[config.mk]
export PLATFORM = sky130hd
export DESIGN_NAME = adc_link_master
export DESIGN_NICKNAME = d
export VERILOG_FILES = /design/src/rtl/adc_link_pkg.sv /design/src/rtl/adc_link_sync.sv /design/src/rtl/adc_link_ctrl.sv /design/src/rtl/adc_link_dp.sv /design/src/rtl/adc_link_master.sv
export SDC_FILE = /design/constraint.sdc
export NUM_CORES = 1
export LEC_CHECK = 0
export ABC_AREA = 1
export BUFFER_PORTS_ARGS = -buffer_cell sky130_fd_sc_hd__buf_2
export CORE_MARGIN = 4
export CORE_UTILIZATION = 25
export CTS_CLUSTER_SIZE = 10
export DETAILED_ROUTE_END_ITERATION = 10
export SLEW_MARGIN = 10
export SYNTH_ARGS = -nofsm -noshare
export SYNTH_HDL_FRONTEND = slang
export SYNTH_HIERARCHICAL = 1
export SYNTH_SLANG_ARGS = --single-unit
export TNS_END_PERCENT = 10
[constraint.sdc]
create_clock -name clk -period 2.6 [get_ports clk]
set_input_delay 0.13 -clock clk [delete_from_list [all_inputs] [get_ports clk]]
set_output_delay 0.13 -clock clk [all_outputs]
set_load 0.02 [all_outputs]
[src/rtl/adc_link_pkg.sv]
`timescale 1ns/1ps
package adc_link_pkg;

  typedef enum logic [2:0] {
    ST_IDLE,
    ST_SETUP,
    ST_WAIT,
    ST_SHIFT,
    ST_GAP,
    ST_DONE
  } linkState_e;

  // strobes from control to datapath
  typedef struct packed {
    logic loadTx;    // capture request word
    logic shiftTx;   // advance transmit word (falling edge of serial clock)
    logic sampleRx;  // capture one received bit
    logic finishRd;  // last received bit: publish the word
  } linkStrb_t;

endpackage

[src/rtl/adc_link_sync.sv]
`timescale 1ns/1ps
module adc_link_sync #(
  parameter int STAGES    = 2,
  parameter bit RESET_VAL = 1'b1
) (
  input  logic clk,
  input  logic rstN,
  input  logic din,
  output logic dout
);

  generate
    if (STAGES <= 1) begin : g_single
      logic q;
      always_ff @(posedge clk or negedge rstN) begin
        if (!rstN) q <= RESET_VAL;
        else       q <= din;
      end
      assign dout = q;
    end else begin : g_chain
      logic [STAGES-1:0] q;
      always_ff @(posedge clk or negedge rstN) begin
        if (!rstN) q <= {STAGES{RESET_VAL}};
        else       q <= {q[STAGES-2:0], din};
      end
      assign dout = q[STAGES-1];
    end
  endgenerate

endmodule

[src/rtl/adc_link_ctrl.sv]
`timescale 1ns/1ps
module adc_link_ctrl import adc_link_pkg::*; #(
  parameter int BYTE_W    = 8,
  parameter int NUM_BYTES = 3,
  parameter int CLK_DIV   = 32,
  parameter int BYTE_GAP  = 16
) (
  input  logic      clk,
  input  logic      rstN,
  input  logic      reqValid,
  input  logic      reqWrite,
  input  logic      reqSel,
  input  logic      drdySync,
  output logic      reqAck,
  output logic      rdFrameN,
  output logic      wrFrameN,
  output logic      regAddr,
  output logic      serClk,
  output logic      sdoEn,
  output linkStrb_t strb
);

  localparam int  HALF     = CLK_DIV / 2;
  localparam int  DIV_W    = (CLK_DIV > 1) ? $clog2(CLK_DIV) : 1;
  localparam int  BIT_W    = (BYTE_W > 1) ? $clog2(BYTE_W) : 1;
  localparam int  BYTE_CW  = (NUM_BYTES > 1) ? $clog2(NUM_BYTES) : 1;
  localparam bit  HAS_GAP  = (BYTE_GAP > 0);
  localparam int  GAP_W    = (BYTE_GAP > 1) ? $clog2(BYTE_GAP) : 1;
  localparam int  GAP_LAST = HAS_GAP ? BYTE_GAP - 1 : 0;

  linkState_e         state;
  logic               isWrite;
  logic [DIV_W-1:0]   divCnt;
  logic [BIT_W-1:0]   bitCnt;
  logic [BYTE_CW-1:0] byteCnt;
  logic [GAP_W-1:0]   gapCnt;

  logic bitEnd, lastBitOfByte, lastByte, lastBit;

  always_comb begin
    bitEnd        = (state == ST_SHIFT) && (divCnt == DIV_W'(CLK_DIV - 1));
    lastBitOfByte = (bitCnt == BIT_W'(BYTE_W - 1));
    lastByte      = (byteCnt == BYTE_CW'(NUM_BYTES - 1));
    lastBit       = bitEnd && lastBitOfByte && lastByte;
    strb.loadTx   = (state == ST_IDLE) && reqValid;
    strb.shiftTx  = bitEnd && isWrite;
    strb.sampleRx = bitEnd && !isWrite;
    strb.finishRd = lastBit && !isWrite;
  end

  always_ff @(posedge clk or negedge rstN) begin
    if (!rstN) begin
      state    <= ST_IDLE;
      isWrite  <= 1'b0;
      divCnt   <= '0;
      bitCnt   <= '0;
      byteCnt  <= '0;
      gapCnt   <= '0;
      reqAck   <= 1'b0;
      rdFrameN <= 1'b1;
      wrFrameN <= 1'b1;
      regAddr  <= 1'b1;
      serClk   <= 1'b0;
      sdoEn    <= 1'b0;
    end else begin
      case (state)
        ST_IDLE: begin
          reqAck <= 1'b0;
          if (reqValid) begin
            isWrite <= reqWrite;
            regAddr <= reqWrite ? 1'b0 : reqSel;
            state   <= ST_SETUP;
          end
        end
        ST_SETUP: begin
          divCnt  <= '0;
          bitCnt  <= '0;
          byteCnt <= '0;
          if (isWrite) begin
            wrFrameN <= 1'b0;
            sdoEn    <= 1'b1;
            state    <= ST_SHIFT;
          end else begin
            state <= ST_WAIT;
          end
        end
        ST_WAIT: begin
          if (!drdySync) begin
            rdFrameN <= 1'b0;
            state    <= ST_SHIFT;
          end
        end
        ST_SHIFT: begin
          if (divCnt == DIV_W'(HALF - 1)) serClk <= 1'b1;
          if (bitEnd) begin
            serClk <= 1'b0;
            divCnt <= '0;
            if (lastBitOfByte) begin
              bitCnt <= '0;
              if (lastByte) begin
                rdFrameN <= 1'b1;
                wrFrameN <= 1'b1;
                regAddr  <= 1'b1;
                sdoEn    <= 1'b0;
                reqAck   <= 1'b1;
                state    <= ST_DONE;
              end else begin
                byteCnt <= byteCnt + BYTE_CW'(1);
                if (HAS_GAP) begin
                  gapCnt <= '0;
                  state  <= ST_GAP;
                end
              end
            end else begin
              bitCnt <= bitCnt + BIT_W'(1);
            end
          end else begin
            divCnt <= divCnt + DIV_W'(1);
          end
        end
        ST_GAP: begin
          if (gapCnt == GAP_W'(GAP_LAST)) state <= ST_SHIFT;
          else gapCnt <= gapCnt + GAP_W'(1);
        end
        ST_DONE: begin
          reqAck <= 1'b0;
          state  <= ST_IDLE;
        end
        default: state <= ST_IDLE;
      endcase
    end
  end


  frames_exclusive_chk: assert property (@(posedge clk) disable iff (!rstN)
    !(!rdFrameN && !wrFrameN));


  rd_frame_after_rdy_chk: assert property (@(posedge clk) disable iff (!rstN)
    $fell(rdFrameN) |-> $past(!drdySync));


  drive_only_in_write_chk: assert property (@(posedge clk) disable iff (!rstN)
    sdoEn == !wrFrameN);


  write_addr_low_chk: assert property (@(posedge clk) disable iff (!rstN)
    !wrFrameN |-> !regAddr);


  read_addr_stable_chk: assert property (@(posedge clk) disable iff (!rstN)
    (!rdFrameN && !$fell(rdFrameN)) |-> $stable(regAddr));


  ack_single_chk: assert property (@(posedge clk) disable iff (!rstN)
    reqAck |=> !reqAck);


  ack_frames_high_chk: assert property (@(posedge clk) disable iff (!rstN)
    reqAck |-> (rdFrameN && wrFrameN && regAddr));


  clk_inside_frame_chk: assert property (@(posedge clk) disable iff (!rstN)
    serClk |-> (!rdFrameN || !wrFrameN));

endmodule

[src/rtl/adc_link_dp.sv]
`timescale 1ns/1ps
module adc_link_dp import adc_link_pkg::*; #(
  parameter int WORD_W = 24
) (
  input  logic              clk,
  input  logic              rstN,
  input  linkStrb_t         strb,
  input  logic [WORD_W-1:0] reqData,
  input  logic              sdiIn,
  output logic              sdoOut,
  output logic [WORD_W-1:0] rspData
);

  logic [WORD_W-1:0] txShift;
  logic [WORD_W-2:0] rxShift;

  always_ff @(posedge clk or negedge rstN) begin
    if (!rstN) begin
      txShift <= '0;
      rxShift <= '0;
      rspData <= '0;
    end else begin
      if (strb.loadTx)       txShift <= reqData;
      else if (strb.shiftTx) txShift <= {txShift[WORD_W-2:0], 1'b0};
      if (strb.sampleRx)     rxShift <= {rxShift[WORD_W-3:0], sdiIn};
      if (strb.finishRd)     rspData <= {rxShift, sdiIn};
    end
  end

  assign sdoOut = txShift[WORD_W-1];


  rsp_only_on_read_chk: assert property (@(posedge clk) disable iff (!rstN)
    strb.shiftTx |=> $stable(rspData));

endmodule

[src/rtl/adc_link_master.sv]
`timescale 1ns/1ps
module adc_link_master import adc_link_pkg::*; #(
  parameter int BYTE_W      = 8,
  parameter int NUM_BYTES   = 3,
  parameter int CLK_DIV     = 32,
  parameter int BYTE_GAP    = 16,
  parameter int SYNC_STAGES = 2,
  localparam int WORD_W     = BYTE_W * NUM_BYTES
) (
  input  logic              clk,
  input  logic              rstN,
  input  logic              reqValid,
  input  logic              reqWrite,
  input  logic              reqSel,
  input  logic [WORD_W-1:0] reqData,
  output logic              reqAck,
  output logic [WORD_W-1:0] rspData,
  output logic              rdFrameN,
  output logic              wrFrameN,
  output logic              regAddr,
  input  logic              rdyN,
  output logic              serClk,
  output logic              sdoOut,
  output logic              sdoEn,
  input  logic              sdiIn
);

  logic      drdySync;
  linkStrb_t strb;

  adc_link_sync #(.STAGES(SYNC_STAGES), .RESET_VAL(1'b1)) u_sync (
    .clk  (clk),
    .rstN (rstN),
    .din  (rdyN),
    .dout (drdySync)
  );

  adc_link_ctrl #(
    .BYTE_W    (BYTE_W),
    .NUM_BYTES (NUM_BYTES),
    .CLK_DIV   (CLK_DIV),
    .BYTE_GAP  (BYTE_GAP)
  ) u_ctrl (
    .clk      (clk),
    .rstN     (rstN),
    .reqValid (reqValid),
    .reqWrite (reqWrite),
    .reqSel   (reqSel),
    .drdySync (drdySync),
    .reqAck   (reqAck),
    .rdFrameN (rdFrameN),
    .wrFrameN (wrFrameN),
    .regAddr  (regAddr),
    .serClk   (serClk),
    .sdoEn    (sdoEn),
    .strb     (strb)
  );

  adc_link_dp #(.WORD_W(WORD_W)) u_dp (
    .clk     (clk),
    .rstN    (rstN),
    .strb    (strb),
    .reqData (reqData),
    .sdiIn   (sdiIn),
    .sdoOut  (sdoOut),
    .rspData (rspData)
  );

endmodule

==> impl_metrics.json <==
{
  "yosys_warnings": 6,
  "finalSetupTns_ns": 0,
  "cp.required_ns": 2.86,
  "slew_headroom_pct": 47.7,
  "synth_cells": 475,
  "insertion_delay_ns": 0.34,
  "cts_sinks": 97,
  "yosys.area.top_type": "dfrtp_1",
  "yosys-top-cells-area": "dfrtp_1 (55%), nand2_1 (10%), nand3_1 (7.0%), inv_1 (4.2%), o21ai_0 (4.2%)",
  "syn-num-nets": 513,
  "critPathLaunchType": "flip-flop",
  "slowest_stage": "buf_4",
  "finalCritPeriodShare_pct": 76.5,
  "r2r-end": "u_dp/rspData[12]$_DFFE_PN0P_",
  "hpwl_mm": 5.96,
  "dr.pass1.iters": 4,
  "fin_nets": 574,
  "pre_cts_ws_ns": 0.599,
  "max_freq_mhz": 503,
  "cp_cell_sequence": "ha_1 -> nand2_1 -> nor2_1 -> ha_1 -> nand2_2 -> nor3_2 -> buf_4 -> nor2_1 -> a21oi_1",
  "grt_pass1_wl_mm": 14.7,
  "final_cell_mix": "nand2_1 (117), dfrtp_1 (92), buf_2 (60)",
  "wirelength_mm": 8.76,
  "die_y_um": 138,
  "gp_congestion": 0.792,
  "port_buffers": 61,
  "ir_worst_vdd_mv": 0.323,
  "worstMarginPinSlew_ns": 0.785,
  "grt_usage_pct": 9.73,
  "max_stage_delay_ns": 0.43,
  "diodes": 0,
  "cp.arrival_ns": 2.25,
  "instances_no_fill": 761,
  "synth-seq-area-share_pct": 57.7,
  "wl_per_cell_um": 11.5,
  "synth_edf_count": 0,
  "whs_ns": 0.0183,
  "avgSynthCellArea_um2": 8.87,
  "status": "finished, final reports clean",
  "clkTransAtPathRegs_ns": 0.07,
  "drtIter0Drc": 151,
  "min_path_cells": 3,
  "max_cap_viol_count": 0,
  "place_inst": 740,
  "ant_nets": 0,
  "switching_power_mw": 0.937,
  "cp-end-kind": "flip-flop",
  "cts_buffer_depth": 2,
  "grt_pass1_vias": 3030,
  "setup_slack_ns": 0.611,
  "ff2ff_setup_slack_ns": 0.61,
  "combPwrFrac_pct": 12.9,
  "reg2reg_from": "u_ctrl/divCnt[1]$_DFFE_PN0P_",
  "timing_worst_setup_path_type": "reg2reg",
  "synth_cell_types": 29,
  "min_from": "reqData[23]",
  "clock_skew_ns": 0.00695,
  "ioPinCount": 62,
  "netlist_area_um2": 4220,
  "min_path_type": "in2reg",
  "r2r_cells": 9,
  "dpl_cell_area_um2": 4710,
  "grt_max_degree": 63,
  "cp_max_fo": 48,
  "p_per_area_nw_per_um2": 702,
  "rows": 47,
  "dieArea_um2": 19000,
  "fin_total_pwr_mw": 3.53,
  "synth_top_flop_cell": "dfrtp_1",
  "synth-seq-cells": 97,
  "final_common_cell": "nand2_1",
  "fp.dieW_um": 138,
  "via_count": 3175,
  "core_area_um2": 16500,
  "timing.final.crit_period_ns": 1.99,
  "final_area_um2": 5030,
  "p_int_mw": 2.59,
  "p_sw_share_pct": 26.6,
  "rsz0062_at_grt": "false",
  "holdPathEnd": "u_dp/txShift[23]$_DFFE_PN0P_",
  "cts_tree": "yes",
  "seqPwrFrac_pct": 53.2,
  "cts_setup_buffers": 0,
  "power_frac_clock_pct": 33.9,
  "synthArstFlopShare_pct": 100,
  "clockRootBuffer": "clkbuf_16",
  "start_util_pct": 25.5,
  "leakagePower_nw": 2.50,
  "hold_viol": 0,
  "drive_above_1_share_pct": 18.1,
  "area_growth_pct": 19.3,
  "cts_resized": 0,
  "grt-ovfl-total": 0,
  "finalMaxSlewViolations": 0,
  "fin_util_pct": 30.4,
  "antenna_found_initial": 0,
  "finalSetupViolCount": 0,
  "numCtsBuffers": 9,
  "synth_top_area_share_pct": 54.6,
  "htreeDepth": 3,
  "drc_errors": 0,
  "via_per_inst": 4.17
}
==> layout make-up <==
cell class              instances  area [um2]
inverters                      49         184
well taps                     220         275
fillers                      1782       11500
multi-input cells             308        1460
clock buffers                  12         236
flip-flops and latches         97        2430
clock inverters                 4        30.0
repair buffers                 71         408
==> kinds of logic after synthesis <==
family | share of synthesized area, %
adder cells (fa/ha/maj) | 2.08
flip-flops | 57.7
buffers and inverters | 7.81
XOR/XNOR | 0.208
AND/OR/NAND/NOR | 23.6
AO/OA/AOI/OAI | 8.58
==> worst max-delay path by stage <==
stage	startpoint	to
floorplan	u_ctrl/divCnt[0]$_DFFE_PN0P_	u_dp/txShift[10]$_DFFE_PN0P_
CTS	u_ctrl/divCnt[0]$_DFFE_PN0P_	u_dp/rspData[16]$_DFFE_PN0P_
global placement	u_ctrl/divCnt[0]$_DFFE_PN0P_	u_dp/txShift[19]$_DFFE_PN0P_
global route	u_ctrl/divCnt[0]$_DFFE_PN0P_	u_dp/rspData[19]$_DFFE_PN0P_
detailed placement	u_ctrl/divCnt[0]$_DFFE_PN0P_	u_dp/rspData[16]$_DFFE_PN0P_
finish	u_ctrl/divCnt[1]$_DFFE_PN0P_	u_dp/rspData[12]$_DFFE_PN0P_
==> power by group through the flow <==
stage	Sequential [mW]	Combinational [mW]	Clock (mW)
4_1_cts	1.88	0.471	1.26
5_1_grt	1.91	0.548	1.31
2_1_floorplan	1.89	0.309	0
6_report	1.88	0.456	1.20
3_3_place_gp	1.90	0.455	0
3_5_place_dp	1.90	0.461	0
==> registers in the layout, indices dropped and copies added (netlist names), 2 cells and up <==
register / count
u_dp/txShift: 24
u_ctrl/bitCnt: 3
u_ctrl/byteCnt: 2
u_dp/rxShift: 23
u_ctrl/state: 3
u_ctrl/gapCnt: 4
u_sync/g_chain.q: 2
u_dp/rspData: 24
u_ctrl/divCnt: 5
==> worst max-delay path, delay by kind of cell, from the launching register on <==
kind / cells / cell delay, ns
AND/OR/NAND/NOR: 5 / 0.56
buffers and inverters: 1 / 0.43
adder cells (fa/ha/maj): 2 / 0.41
flip-flops: 1 / 0.38
AO/OA/AOI/OAI: 1 / 0.13
==> layer usage <==
| layer | global-route usage, % | wire, um | up-vias | part of all wire (%) |
|---|---|---|---|---|
| li1 | - | - | 1647 | - |
| met1 | 13.8 | 4350 | 1457 | 50 |
| met2 | 14.3 | 3840 | 63 | 44 |
| met3 | 2.72 | 453 | 8 | 5.2 |
| met4 | 3.29 | 114 | 0 | 1.3 |
| met5 | 0 | 0 | - | 0 |
==> synth_stat cells, types with 2 or more instances <==
| cell | count |
|---|---|
| nand2_2 | 3 |
| nor3_1 | 3 |
| dfstp_2 | 5 |
| nand4_1 | 3 |
| inv_2 | 2 |
| nor2_1 | 39 |
| o21ai_1 | 4 |
| inv_1 | 47 |
| o21ai_0 | 35 |
| a21oi_1 | 26 |
| buf_2 | 13 |
| buf_6 | 6 |
| ha_1 | 7 |
| or2_2 | 2 |
| nand3_1 | 59 |
| nand2_1 | 117 |
| dfrtp_1 | 92 |
==> timing repair <==
| item | CTS | global route |
|---|---|---|
| endpoints found under the setup margin | 0 | 0 |
| endpoints found under the hold margin | 62 | 0 |
| hold buffers | 5 | 0 |
(Power assumes the default switching activity.)
